[src/rtl/xcvr_pkg.sv]
// Package: shared types for the dual-group transceiver core.
// Assumes: nothing beyond standard SystemVerilog.
package xcvr_pkg;

    // Pair of internal active-high side enables for one group.
    typedef struct packed {
        logic a;   // drives A-side pads
        logic b;   // drives B-side pads
    } side_en_t;

endpackage

[src/rtl/xcvr_pwrup_lock.sv]
// Module: per-group power-up lock.
// What it does: after reset, holds 'armed' low until the group's active-low
// enable has been sampled high on one edge and low on a later edge; then
// keeps 'armed' high until the next reset.
// Assumes: oe_n is synchronous to clk.
module xcvr_pwrup_lock (
    input  logic clk,
    input  logic rst_n,
    input  logic oe_n,
    output logic armed
);

    logic seen_idle;

    // Track the inactive level, then the first active level after it.
    always_ff @(posedge clk) begin
        if (!rst_n) begin
            seen_idle <= 1'b0;
            armed     <= 1'b0;
        end else begin
            if (oe_n)
                seen_idle <= 1'b1;
            if (seen_idle && !oe_n)
                armed <= 1'b1;
        end
    end

    // once set, the lock flag never clears without reset.
    p_armed_sticky_r6: assert property (@(posedge clk) disable iff (!rst_n)
        armed |=> armed);

    // arming requires an idle level seen on an earlier edge.
    p_arm_needs_idle_r5: assert property (@(posedge clk) disable iff (!rst_n)
        $rose(armed) |-> ($past(seen_idle) && !$past(oe_n)));

endmodule

[src/rtl/xcvr_group.sv]
// Module: one transceiver group.
// What it does: derives the A-side and B-side enables from lock, enable,
// direction and scan override, and fans them out to per-bit pad enables.
// Data is wired across both sides without inversion.
// Assumes: clk/rst_n are used only by the embedded checks.
module xcvr_group
    import xcvr_pkg::*;
#(
    parameter int GW = 9
) (
    input  logic          clk,
    input  logic          rst_n,
    input  logic          armed,
    input  logic          oe_n,
    input  logic          dir,
    input  logic          ovr,
    input  logic          ovr_a,
    input  logic          ovr_b,
    input  logic [GW-1:0] a_in,
    input  logic [GW-1:0] b_in,
    output logic [GW-1:0] a_out,
    output logic [GW-1:0] a_oe,
    output logic [GW-1:0] b_out,
    output logic [GW-1:0] b_oe,
    output side_en_t      en
);

    side_en_t func_en;

    // Functional enables: lock, active enable, then direction picks a side.
    always_comb begin
        func_en.a = armed && !oe_n && !dir;
        func_en.b = armed && !oe_n &&  dir;
    end

    // Scan override replaces the functional enables when selected.
    always_comb begin
        if (ovr) begin
            en.a = ovr_a;
            en.b = ovr_b;
        end else begin
            en = func_en;
        end
    end

    // Pad-enable fan-out and straight data crossing.
    always_comb begin
        a_oe  = {GW{en.a}};
        b_oe  = {GW{en.b}};
        a_out = b_in;
        b_out = a_in;
    end

    // inactive enable input silences both sides unless overridden.
    p_idle_quiet_r4: assert property (@(posedge clk) disable iff (!rst_n)
        (!ovr && oe_n) |-> (a_oe == '0 && b_oe == '0));

    // unarmed group drives nothing unless overridden.
    p_locked_quiet_r5: assert property (@(posedge clk) disable iff (!rst_n)
        (!ovr && !armed) |-> (a_oe == '0 && b_oe == '0));

    // armed, enabled, direction high drives only the B side.
    p_dir_ab_r2: assert property (@(posedge clk) disable iff (!rst_n)
        (!ovr && armed && !oe_n && dir) |-> (b_oe == '1 && a_oe == '0));

    // armed, enabled, direction low drives only the A side.
    p_dir_ba_r3: assert property (@(posedge clk) disable iff (!rst_n)
        (!ovr && armed && !oe_n && !dir) |-> (a_oe == '1 && b_oe == '0));

    // override values reach the side enables.
    p_scan_ovr_r8: assert property (@(posedge clk) disable iff (!rst_n)
        ovr |-> (en.a == ovr_a && en.b == ovr_b));

endmodule

[src/rtl/dual_xcvr_core.sv]
// Module: top of the dual-group transceiver core.
// What it does: instantiates one power-up lock and one group datapath per
// group, slicing the flat pad vectors by group index.
// Assumes: group g owns bits [GW*g+GW-1 : GW*g]; synchronous active-low reset.
module dual_xcvr_core
    import xcvr_pkg::*;
#(
    parameter int NGRP = 2,
    parameter int GW   = 9
) (
    input  logic                 clk,
    input  logic                 rst_n,
    input  logic [NGRP-1:0]      oe_n_i,
    input  logic [NGRP-1:0]      dir_i,
    input  logic [NGRP-1:0]      scan_ovr_i,
    input  logic [NGRP-1:0]      scan_a_en_i,
    input  logic [NGRP-1:0]      scan_b_en_i,
    input  logic [NGRP*GW-1:0]   a_in_i,
    input  logic [NGRP*GW-1:0]   b_in_i,
    output logic [NGRP*GW-1:0]   a_out_o,
    output logic [NGRP*GW-1:0]   a_oe_o,
    output logic [NGRP*GW-1:0]   b_out_o,
    output logic [NGRP*GW-1:0]   b_oe_o,
    output logic [NGRP-1:0]      a_en_o,
    output logic [NGRP-1:0]      b_en_o
);

    localparam int TOTW = NGRP * GW;

    logic [NGRP-1:0] armed;
    side_en_t        grp_en [NGRP];

    for (genvar g = 0; g < NGRP; g++) begin : g_grp
        localparam int LO = g * GW;

        xcvr_pwrup_lock u_lock (
            .clk   (clk),
            .rst_n (rst_n),
            .oe_n  (oe_n_i[g]),
            .armed (armed[g])
        );

        xcvr_group #(.GW(GW)) u_grp (
            .clk   (clk),
            .rst_n (rst_n),
            .armed (armed[g]),
            .oe_n  (oe_n_i[g]),
            .dir   (dir_i[g]),
            .ovr   (scan_ovr_i[g]),
            .ovr_a (scan_a_en_i[g]),
            .ovr_b (scan_b_en_i[g]),
            .a_in  (a_in_i[LO +: GW]),
            .b_in  (b_in_i[LO +: GW]),
            .a_out (a_out_o[LO +: GW]),
            .a_oe  (a_oe_o[LO +: GW]),
            .b_out (b_out_o[LO +: GW]),
            .b_oe  (b_oe_o[LO +: GW])
            ,.en   (grp_en[g])
        );

        // Expose the internal side enables for scan observation.
        assign a_en_o[g] = grp_en[g].a;
        assign b_en_o[g] = grp_en[g].b;
    end

    // exposed enables never disagree with the pad enables they gate.
    p_en_match_r7: assert property (@(posedge clk) disable iff (!rst_n)
        ($countones(a_oe_o) + $countones(b_oe_o)) ==
        GW * ($countones(a_en_o) + $countones(b_en_o)));

    // data crosses with no inversion.
    p_no_invert_r9: assert property (@(posedge clk) disable iff (!rst_n)
        (a_out_o == b_in_i) && (b_out_o == a_in_i) && (TOTW > 0));

endmodule

[config.mk]
export PLATFORM = sky130hd
export DESIGN_NAME = dual_xcvr_core
export DESIGN_NICKNAME = d
export VERILOG_FILES = /design/src/rtl/xcvr_pkg.sv /design/src/rtl/xcvr_pwrup_lock.sv /design/src/rtl/xcvr_group.sv /design/src/rtl/dual_xcvr_core.sv
export SDC_FILE = /design/constraint.sdc
export NUM_CORES = 1
export LEC_CHECK = 0
export ABC_CLOCK_PERIOD_IN_PS = 1800
export BUFFER_PORTS_ARGS = -buffer_cell sky130_fd_sc_hd__buf_4
export CORE_ASPECT_RATIO = 0.7
export CORE_UTILIZATION = 28
export DETAILED_ROUTE_END_ITERATION = 8
export PLACE_DENSITY = 0.84
export SYNTH_ARGS = -nofsm -noshare
export SYNTH_HDL_FRONTEND = slang
export SYNTH_SLANG_ARGS = --single-unit
export TNS_END_PERCENT = 30
[constraint.sdc]
create_clock -name clk -period 1.8 [get_ports clk]
set_input_delay 0.36 -clock clk [delete_from_list [all_inputs] [get_ports clk]]
set_output_delay 0.36 -clock clk [all_outputs]
set_load 0.05 [all_outputs]
==> run_results.csv, run 1 <==
group,metric,value,unit
logic_synthesis,synth_seq_area_share,0.108,
logic_synthesis,synthSimpleGateAreaFrac,0.0572,
logic_synthesis,synth_fa_ha_area_frac,0,
routing,drt-pass1-iter-count,2,
logic_synthesis,synth_area,743,µm²
hold_path,timing.hold.worst_endpoint,"g_grp[0].u_lock.seen_idle$_SDFFE_PN0P_",
setup_path,slowest_delay,0.33,ns
timing,clock_skew,0.0000872,ns
grt,grt_overflow_total,0,
timing,slew_headroom,0.828,
cells_and_area,antenna_cells,0,
cells_and_area,fillCellCount,262,
power,ir_drop,0.000183,V
floorplanning,fp.dieW,63.6,µm
cells_and_area,register_area,80.1,µm²
timing,slew_violations,0,
floorplanning,design.core.area,2500,µm²
timing,fmaxAchievable,0.624,GHz
power,seqPwrFrac,0.154,
grt,antenna_found_initial,0,
setup_path,worst-path-max-fanout,10,
logic_synthesis,synth_area_per_cell,7.91,µm²
grt,track_usage,0.0766,
cts,cts-buffers-inserted,3,
logic_synthesis,synthMuxAreaShare,0,
setup_path,r2r-start,"g_grp[0].u_lock.armed$_SDFFE_PN0P_",
setup_path,arrival,1.24,ns
power,switching_share,0.472,
timing,fin_crit_sh,0.890,
place,gp_congestion,0.570,
routing,vias,447,
timing,rsz0062_at_grt,"no",
setup_path,cp_top_family,"buffers and inverters",
cells_and_area,multi_input_area,160,µm²
setup_path,path_class,"in -> out",
floorplanning,initial_utilization,0.298,
power,power,642,µW
cells_and_area,area_growth,-1.85,%
cts,cts_setup_buffers,0,
timing,period_needed,1.60,ns
cts,clkLatencyLatePin,0.22,ns
logic_synthesis,ys_ff_latch,4,
cts,cts_resized,0,
grt,grt_max_degree,11,
routing,routedWlPerCell,10.3,µm
logic_synthesis,netlist_instances,94,
logic_synthesis,synth_area_leader_cell,"buf_4",
setup_path,cpMaxStageDelayCell,"o41ai_4",
hold_path,min_path_type,"in -> reg",
cts,cts_hold_buf,0,
power,intPower,339,µW
setup_path,required,1.44,ns
logic_synthesis,synth_edf_count,0,
power,comb_power_share,0.552,
hold_path,whs_path_depth,2,
setup_path,worst-path-buf-inv,3,
grt,grt_first_pass_wirelength,1.59,mm
routing,viasPerCell,3.99,
logic_synthesis,ys_warn_count,0,
place,portBuffers,51,
logic_synthesis,synth_top_family_by_area,"buffers and inverters",
setup_path,critical_path.cell_chain,"buf_4, o41ai_4, buf_4, buf_4",
power,power_switching,303,µW
setup_path,rrSetupSlack,1.15,ns
logic_synthesis,synth.top_cells.by_area,"buf_4 73%, dfxtp_1 11%, o41ai_2 4.4%, a21boi_0 2.0%, nand2_1 2.0%",
setup_path,rr_worst_depth,2,
logic_synthesis,synth_largest_type_area_fraction,0.727,
grt,grt_pass1_vias,366,
power,power_frac_clock,0.294,
setup_path,crit_path_end_kind,"output port",
logic_synthesis,yosys.area_share.xor_xnor,0,
cts,clockBufferDepth,2,
hold_path,min_from,"rst_n",
timing,setup-violations-final,0,
routing,drc,0,
power,power_density,880,nW/µm²
cts,cts_num_sinks,4,
place,hpwl,985,µm
cts,htree_levels,1,
routing,first_iter_violations,7,
cts,cts.clk_slew.worst_paths,0.03,ns
floorplanning,io_pins,124,
status,status,"finished clean",
logic_synthesis,yosysMostFrequentCell,"buf_4",
logic_synthesis,synth_compound_area_frac,0.0976,
routing,routed_wl,1.16,mm
logic_synthesis,synthFlopType,"dfxtp_1",
logic_synthesis,syn-num-nets,142,
cells_and_area,drive_above_1_share,0.769,
cells_and_area,nets,128,
floorplanning,dieArea,2870,µm²
routing,ant_nets,0,
logic_synthesis,async_reset_ff_frac,0,
power,p_leak,0.386,nW
cts,cts_tree,"done",
logic_synthesis,ys_top_cells_by_count,"72 x buf_4, 4 x dfxtp_1, 4 x nand2_1",
timing,tightest_slew,0.258,ns
floorplanning,fp-row-count,15,
timing,hold_violations,0,
cts,clockRootBuffer,"clkbuf_8",
setup_path,r2r_end,"g_grp[0].u_lock.armed$_SDFFE_PN0P_",
timing,finalHoldWorstSlack,0.381,ns
flow_run,maxCapViolCount,0,
floorplanning,dieHeight,45.1,µm
setup_path,path_common_cell,"buf_4",
setup_path,cp-start-kind,"input pin",
logic_synthesis,synthDistinctLibCells,10,
cells_and_area,finish.utilization,0.292,
power groups by stage:
| stage | clock, mW | combinational (mW) | sequential, mW |
|---|---|---|---|
| after floorplan | 0 | 0.522 | 0.0990 |
| after global placement | 0 | 0.353 | 0.0993 |
| after detailed placement | 0 | 0.357 | 0.0998 |
| after CTS | 0.192 | 0.357 | 0.0986 |
| after global routing | 0.200 | 0.367 | 0.0992 |
| final | 0.189 | 0.354 | 0.0987 |
final cells by class:
class / instances / share of cell area
Multi-Input combinational cell: 16 / 0.220
Inverter: 2 / 0.0103
Timing Repair Buffer: 53 / 0.545
Clock buffer: 3 / 0.0566
Sequential cell: 4 / 0.110
Tap cell: 34 / 0.0583
cell families (layout without fill, tap and decap cells):
family | count (synthesis) | in the layout
and+or+nand+nor | 8 | 8
AOI/OAI and AO/OA | 8 | 8
DFF | 4 | 4
buffers and inverters | 74 | 58
cells in the final DEF (no fill, tap or decap), drive strengths merged:
cell,n
a21boi,2
dfxtp,4
inv,2
nand2b,2
o21ai,2
buf,53
nand2,4
nand3b,2
clkbuf,3
o41ai,2
o21a,2
worst max path at each step:
stage | slack (ns) | endpoint | startpoint | depth (start not counted)
2_1_floorplan | -0.19 | a_oe_o[0] | dir_i[0] | 2
3_3_place_gp | 0.21 | a_oe_o[10] | scan_ovr_i[1] | 4
3_5_place_dp | 0.18 | a_oe_o[3] | dir_i[0] | 4
4_1_cts | 0.18 | a_oe_o[3] | dir_i[0] | 4
5_1_grt | 0.13 | a_oe_o[4] | g_grp[0].u_lock.armed$_SDFFE_PN0P_ | 4
6_report | 0.20 | a_oe_o[10] | scan_ovr_i[1] | 4
metrics by stage:
| stage | setup TNS [ns] | setup WS [ns] | std cells | area [µm²] |
|---|---|---|---|---|
| floorplan | -3.51 | -0.195 | 94 | 788 |
| global placement | 0 | 0.209 | 109 | 688 |
| detailed placement | 0 | 0.185 | 109 | 688 |
| CTS | 0 | 0.177 | 112 | 729 |
| global route | 0 | 0.131 | 112 | 729 |
| finish | 0 | 0.198 | 112 | 729 |
routing by layer:
layer / part of all wire / GRT usage
met4: 0.013 / 0.0591
met1: 0.27 / 0.0455
met3: 0.19 / 0.0631
met2: 0.52 / 0.149
met5: 0 / 0
registers in the layout, indices dropped and copies added (netlist names):
| signal | cells |
|---|---|
| g_grp.u_lock.seen_idle | 2 |
| g_grp.u_lock.armed | 2 |
(Power assumes the default switching activity.)
==> inputs of run 2 (changes only) <==
--- a/config.mk
+++ b/config.mk
@@ -6,11 +6,12 @@
 export NUM_CORES = 1
 export LEC_CHECK = 0
 export ABC_CLOCK_PERIOD_IN_PS = 1800
-export BUFFER_PORTS_ARGS = -buffer_cell sky130_fd_sc_hd__buf_4
 export CORE_ASPECT_RATIO = 0.7
-export CORE_UTILIZATION = 28
+export CORE_UTILIZATION = 38
 export DETAILED_ROUTE_END_ITERATION = 8
-export PLACE_DENSITY = 0.84
+export DONT_BUFFER_PORTS = 1
+export PLACE_DENSITY = 0.55
+export REMOVE_ABC_BUFFERS = 1
 export SYNTH_ARGS = -nofsm -noshare
 export SYNTH_HDL_FRONTEND = slang
 export SYNTH_SLANG_ARGS = --single-unit
==> run_results.csv, run 2 (synthesis results as in run 1) <==
group,metric,value,unit
grt,grt_first_pass_wirelength,2.89,mm
timing,fin_crit_sh,0.979,
power,ir_drop,0.000399,V
power,power,526,µW
grt,grt_overflow_total,0,
setup_path,r2r-start,"g_grp[0].u_lock.armed$_SDFFE_PN0P_",
cts,htree_levels,1,
power,power_frac_clock,0.214,
floorplanning,design.core.area,1710,µm²
floorplanning,fp.dieW,54.9,µm
cts,cts-buffers-inserted,3,
cells_and_area,largest_registers,"g_grp.u_lock.armed: 2 flops, g_grp.u_lock.seen_idle: 2 flops",
cells_and_area,antenna_cells,0,
setup_path,crit_path_end_kind,"output port",
timing,rsz0062_at_grt,"yes",
cts,cts_num_sinks,4,
timing,fin_ws,0.0371,ns
setup_path,arrival,1.40,ns
cts,cts.clk_slew.worst_paths,0.04,ns
place,placed_area,499,µm²
setup_path,worstSetupStartpoint,"g_grp[1].u_lock.armed$_SDFFE_PN0P_",
power,p_leak,0.220,nW
routing,vias,310,
cells_and_area,layout_commonest_cell,"buf_12",
cts,clockRootBuffer,"clkbuf_4",
timing,slew_headroom,0.775,
grt,antenna_found_initial,0,
power,intPower,247,µW
setup_path,cp-start-kind,"flip-flop",
power,power_density,980,nW/µm²
floorplanning,dieArea,2140,µm²
timing,slew_violations,0,
cts,cts_setup_buffers,0,
power,switching_share,0.531,
setup_path,required,1.44,ns
routing,first_iter_violations,3,
cells_and_area,area_growth,-27.8,%
cts,cts_hold_buf,0,
flow_run,maxCapViolCount,0,
hold_path,min_from,"oe_n_i[1]",
floorplanning,dieHeight,39,µm
timing,period_needed,1.76,ns
cells_and_area,drive_above_1_share,0.514,
timing,clock_skew,0.000591,ns
hold_path,min_path_type,"in -> reg",
setup_path,cpMaxStageDelayCell,"buf_12",
grt,grt_pass1_vias,315,
timing,setup-violations-final,0,
timing,hold_violations,0,
timing,tns,0,ns
cells_and_area,layout_common_cells,"5 x buf_12, 4 x nand2_1, 4 x dfxtp_1, 4 x buf_16, 3 x clkbuf_4",
power,seqPwrFrac,0.187,
routing,viasPerCell,5.34,
timing,tightest_slew,0.336,ns
setup_path,critical_path.cell_chain,"inv_1, o41ai_4, buf_12",
grt,grt_max_degree,9,
floorplanning,fp-row-count,12,
status,status,"finished clean",
cells_and_area,nets,87,
floorplanning,io_pins,124,
cts,clkLatencyLatePin,0.23,ns
floorplanning,initial_utilization,0.434,
place,gp_congestion,0.689,
cells_and_area,fin_area,537,µm²
routing,drc,0,
cts,cts_tree,"done",
routing,routed_wl,2.58,mm
place,place_worst_setup_slack,0.150,ns
setup_path,slowest_delay,0.45,ns
cts,clockBufferDepth,2,
place,portBuffers,0,
place,hpwl,2.43,mm
routing,drt-pass1-iter-count,4,
setup_path,worst-path-max-fanout,8,
routing,routedWlPerCell,44.5,µm
setup_path,path_class,"reg -> out",
routing,ant_nets,0,
power,comb_power_share,0.599,
timing,fmaxAchievable,0.567,GHz
grt,track_usage,0.248,
power,power_switching,279,µW
==> run 2: changes by cell type in the layout (fill, tap and decap cells not counted) <==
cell,previous run,this run
clkbuf_8,3,0
buf_12,0,5
clkbuf_4,0,3
buf_16,0,4
buf_4,53,1
buf_6,0,2
==> run 2: final cells by class <==
cell class / instances / area (µm²)
inverters: 2 / 7.51
repair buffers: 12 / 240
flip-flops and latches: 4 / 80.1
clock buffers: 3 / 22.5
fillers: 183 / 1170
well taps: 21 / 26.3
multi-input cells: 16 / 160
==> run 2: repair_timing <==
action                     4_1_cts  5_1_grt
setup endpoints to repair       16       18
pin swaps                        1        1
gates resized for setup          1        2
==> run 2: power groups by stage <==
stage | sequential (mW) | clock [mW] | combinational, mW
6_report | 0.0985 | 0.112 | 0.315
5_1_grt | 0.0993 | 0.125 | 0.324
4_1_cts | 0.0985 | 0.115 | 0.312
3_5_place_dp | 0.0999 | 0 | 0.311
3_3_place_gp | 0.0994 | 0 | 0.310
2_1_floorplan | 0.0990 | 0 | 0.226
==> run 2: routing by layer <==
metal	global-route usage	routed length (µm)	part of all wire	vias up
li1	-	-	-	110
met1	0.123	439	0.17	127
met2	0.340	1130	0.44	69
met3	0.471	975	0.38	4
met4	0.0705	34	0.013	0
met5	0.100	0	0	-
==> run 2: critical path: cells and delay by family, from the launching register on <==
kind / cells / cell delay (ns)
buf+inv: 2 / 0.54
flops: 1 / 0.33
compound gates: 1 / 0.29
==> run 2: worst paths after layout <==
check                                           end  slack, ns  cells past startpoint
max                                      a_oe_o[12]       0.04                      3
min          g_grp[1].u_lock.seen_idle$_SDFFE_PN0P_       0.24                      1
max reg2reg      g_grp[0].u_lock.armed$_SDFFE_PN0P_       1.14                      2
min reg2reg  g_grp[1].u_lock.seen_idle$_SDFFE_PN0P_       0.46                      1
==> run 2: per-stage QoR <==
step                utilization  cells  hold slack, ns
detailed placement        0.292     55           0.456
finish                    0.314     58           0.238
global route              0.314     58           0.234
global placement          0.292     55           0.449
floorplan                     -     22           0.441
CTS                       0.307     58           0.233
==> inputs of run 3 (changes only) <==
--- a/config.mk
+++ b/config.mk
@@ -5,6 +5,7 @@
 export SDC_FILE = /design/constraint.sdc
 export NUM_CORES = 1
 export LEC_CHECK = 0
+export ABC_AREA = 1
 export ABC_CLOCK_PERIOD_IN_PS = 1800
 export CORE_ASPECT_RATIO = 0.7
 export CORE_UTILIZATION = 38
==> run_results.csv, run 3 <==
group,metric,value,unit
logic_synthesis,synthFlopType,"dfxtp_1",
logic_synthesis,netlist_instances,107,
setup_path,cpMaxStageDelayCell,"buf_16",
power,power,479,µW
routing,viasPerCell,4.72,
timing,fin_ws,0.110,ns
routing,drt-pass1-iter-count,2,
logic_synthesis,synth_top_family_by_area,"buffers and inverters",
cells_and_area,layout_common_cells,"10 x nand2_1, 7 x inv_1, 5 x nor2_1",
cells_and_area,fillCellCount,189,
flow_run,maxCapViolCount,0,
logic_synthesis,synth_seq_area_share,0.108,
setup_path,worst-path-max-fanout,10,
logic_synthesis,synth_area_leader_cell,"buf_4",
place,portBuffers,0,
logic_synthesis,synth_compound_area_frac,0.0270,
cts,clockRootBuffer,"clkbuf_4",
logic_synthesis,yosys.area_share.xor_xnor,0,
floorplanning,design.core.area,1700,µm²
setup_path,critical_path.cell_chain,"inv_1, nor2_1, nand2_1, nand2_4, buf_16",
power,switching_share,0.557,
routing,ant_nets,0,
logic_synthesis,synthDistinctLibCells,6,
logic_synthesis,synth_fa_ha_area_frac,0,
logic_synthesis,yosysMostFrequentCell,"buf_4",
hold_path,min_path_type,"in -> reg",
grt,grt_first_pass_wirelength,2.22,mm
floorplanning,initial_utilization,0.437,
timing,hold_violations,0,
cts,cts_num_sinks,4,
cts,cts.clk_slew.worst_paths,0.04,ns
timing,clock_skew,0.0000214,ns
power,power_density,1180,nW/µm²
setup_path,cp-start-kind,"flip-flop",
logic_synthesis,ys_top_cells_by_count,"72 x buf_4, 14 x nand2_1, 7 x inv_1",
grt,track_usage,0.184,
cells_and_area,antenna_cells,0,
timing,period_needed,1.69,ns
routing,vias,307,
cells_and_area,area_growth,-45.4,%
logic_synthesis,synth.top_cells.by_area,"buf_4 73%, dfxtp_1 11%, nand2_1 7.1%, inv_1 3.5%, nor2_1 3.0%",
place,placed_cells,62,
routing,routedWlPerCell,31.1,µm
setup_path,arrival,1.33,ns
floorplanning,io_pins,124,
grt,grt_pass1_vias,280,
setup_path,slowest_delay,0.43,ns
power,comb_power_share,0.575,
power,power_switching,267,µW
logic_synthesis,async_reset_ff_frac,0,
cts,cts_tree,"done",
cts,clkLatencyLatePin,0.23,ns
place,gp_congestion,0.669,
floorplanning,dieHeight,39.0,µm
grt,grt_overflow_total,0,
power,power_frac_clock,0.225,
grt,grt_max_degree,11,
cts,htree_levels,1,
power,ir_drop,0.000490,V
routing,drc,0,
place,place_worst_setup_slack,0.280,ns
timing,setup-violations-final,0,
power,seqPwrFrac,0.201,
setup_path,path_class,"reg -> out",
logic_synthesis,synth_area_per_cell,6.93,µm²
setup_path,required,1.44,ns
logic_synthesis,synth_area,742,µm²
cells_and_area,fin_cells,65,
cells_and_area,multi_input_area,128,µm²
timing,slew_headroom,0.727,
logic_synthesis,synthSimpleGateAreaFrac,0.101,
power,intPower,212,µW
logic_synthesis,ys_ff_latch,4,
floorplanning,dieArea,2140,µm²
cts,clockBufferDepth,2,
grt,antenna_found_initial,0,
cells_and_area,layout_commonest_cell,"nand2_1",
timing,fin_crit_sh,0.939,
cells_and_area,nets,94,
floorplanning,fp-row-count,12,
timing,tightest_slew,0.413,ns
cells_and_area,register_area,80.1,µm²
logic_synthesis,ys_warn_count,0,
cells_and_area,drive_above_1_share,0.318,
logic_synthesis,synth_edf_count,0,
setup_path,crit_path_end_kind,"output port",
logic_synthesis,synth_largest_type_area_fraction,0.728,
routing,routed_wl,2.02,mm
timing,rsz0062_at_grt,"no",
cts,cts-buffers-inserted,3,
status,status,"finished clean",
cells_and_area,largest_registers,"g_grp.u_lock.armed: 2 flops, g_grp.u_lock.seen_idle: 2 flops",
routing,first_iter_violations,5,
timing,slew_violations,0,
floorplanning,fp.dieW,54.8,µm
power,p_leak,0.189,nW
timing,fmaxAchievable,0.592,GHz
logic_synthesis,synthMuxAreaShare,0,
run 3: cell count changes in the layout (fill, tap and decap cells not counted), moves of 4 or more:
cell	delta
a21oi_1	+4
inv_1	+5
nand2_1	+6
nand2_4	+4
nor2_1	+5
run 3: cells by family (layout without fill, tap and decap cells):
group,count (synthesis),after routing
simple gates,20,20
flops,4,4
buf+inv,79,16
compound gates,4,4
run 3: worst paths after layout:
| check | start | endpoint | slack (ns) | depth (start not counted) |
|---|---|---|---|---|
| hold / removal | oe_n_i[0] | g_grp[0].u_lock.seen_idle$_SDFFE_PN0P_ | 0.29 | 2 |
| hold reg to reg | g_grp[1].u_lock.armed$_SDFFE_PN0P_ | g_grp[1].u_lock.armed$_SDFFE_PN0P_ | 0.47 | 2 |
| setup reg to reg | g_grp[1].u_lock.seen_idle$_SDFFE_PN0P_ | g_grp[1].u_lock.armed$_SDFFE_PN0P_ | 1.25 | 2 |
| setup / recovery | g_grp[1].u_lock.armed$_SDFFE_PN0P_ | b_oe_o[11] | 0.11 | 5 |
run 3: final cells by class:
cell class / instances / share of cell area
clock buffers: 3 / 0.0556
inverters: 7 / 0.0648
multi-input cells: 24 / 0.315
flip-flops and latches: 4 / 0.198
well taps: 21 / 0.0648
repair buffers: 6 / 0.302
run 3: metal layers:
metal  GRT usage  wire (µm)  part of all wire  vias to the layer above
met2       0.127        630              0.31                       52
met1       0.161        525              0.26                      131
met5       0.233         46             0.023                        -
li1            -          -                 -                      120
met4      0.0128          8            0.0040                        2
met3       0.396        811              0.40                        2
run 3: worst max-delay path, delay by kind of cell (launching register included):
kind / cells / cell delay, ns
buffers and inverters: 2 / 0.48
DFF: 1 / 0.30
and+or+nand+nor: 3 / 0.30
run 3: per-stage QoR:
step,hold slack (ns),area [µm²],utilization,setup TNS (ns)
2_1_floorplan,0.436,201,-,-89.19
3_3_place_gp,0.449,365,0.215,0
3_5_place_dp,0.458,365,0.215,0
4_1_cts,0.278,388,0.229,0
5_1_grt,0.282,405,0.239,0
6_report,0.287,405,0.239,0
run 3: timing repair:
item | 4_1_cts | 5_1_grt
setup buffers | 0 | 0
hold buffers | 0 | 0
resized for setup | 0 | 3
setup endpoints to repair | 0 | 20
run 3: power groups by stage:
| stage | clock (mW) | combinational [mW] | sequential [mW] |
|---|---|---|---|
| 6_report | 0.108 | 0.276 | 0.0961 |
| 5_1_grt | 0.116 | 0.287 | 0.0965 |
| 4_1_cts | 0.114 | 0.271 | 0.0960 |
| 3_5_place_dp | 0 | 0.271 | 0.0974 |
| 3_3_place_gp | 0 | 0.271 | 0.0972 |
| 2_1_floorplan | 0 | 0.223 | 0.0971 |
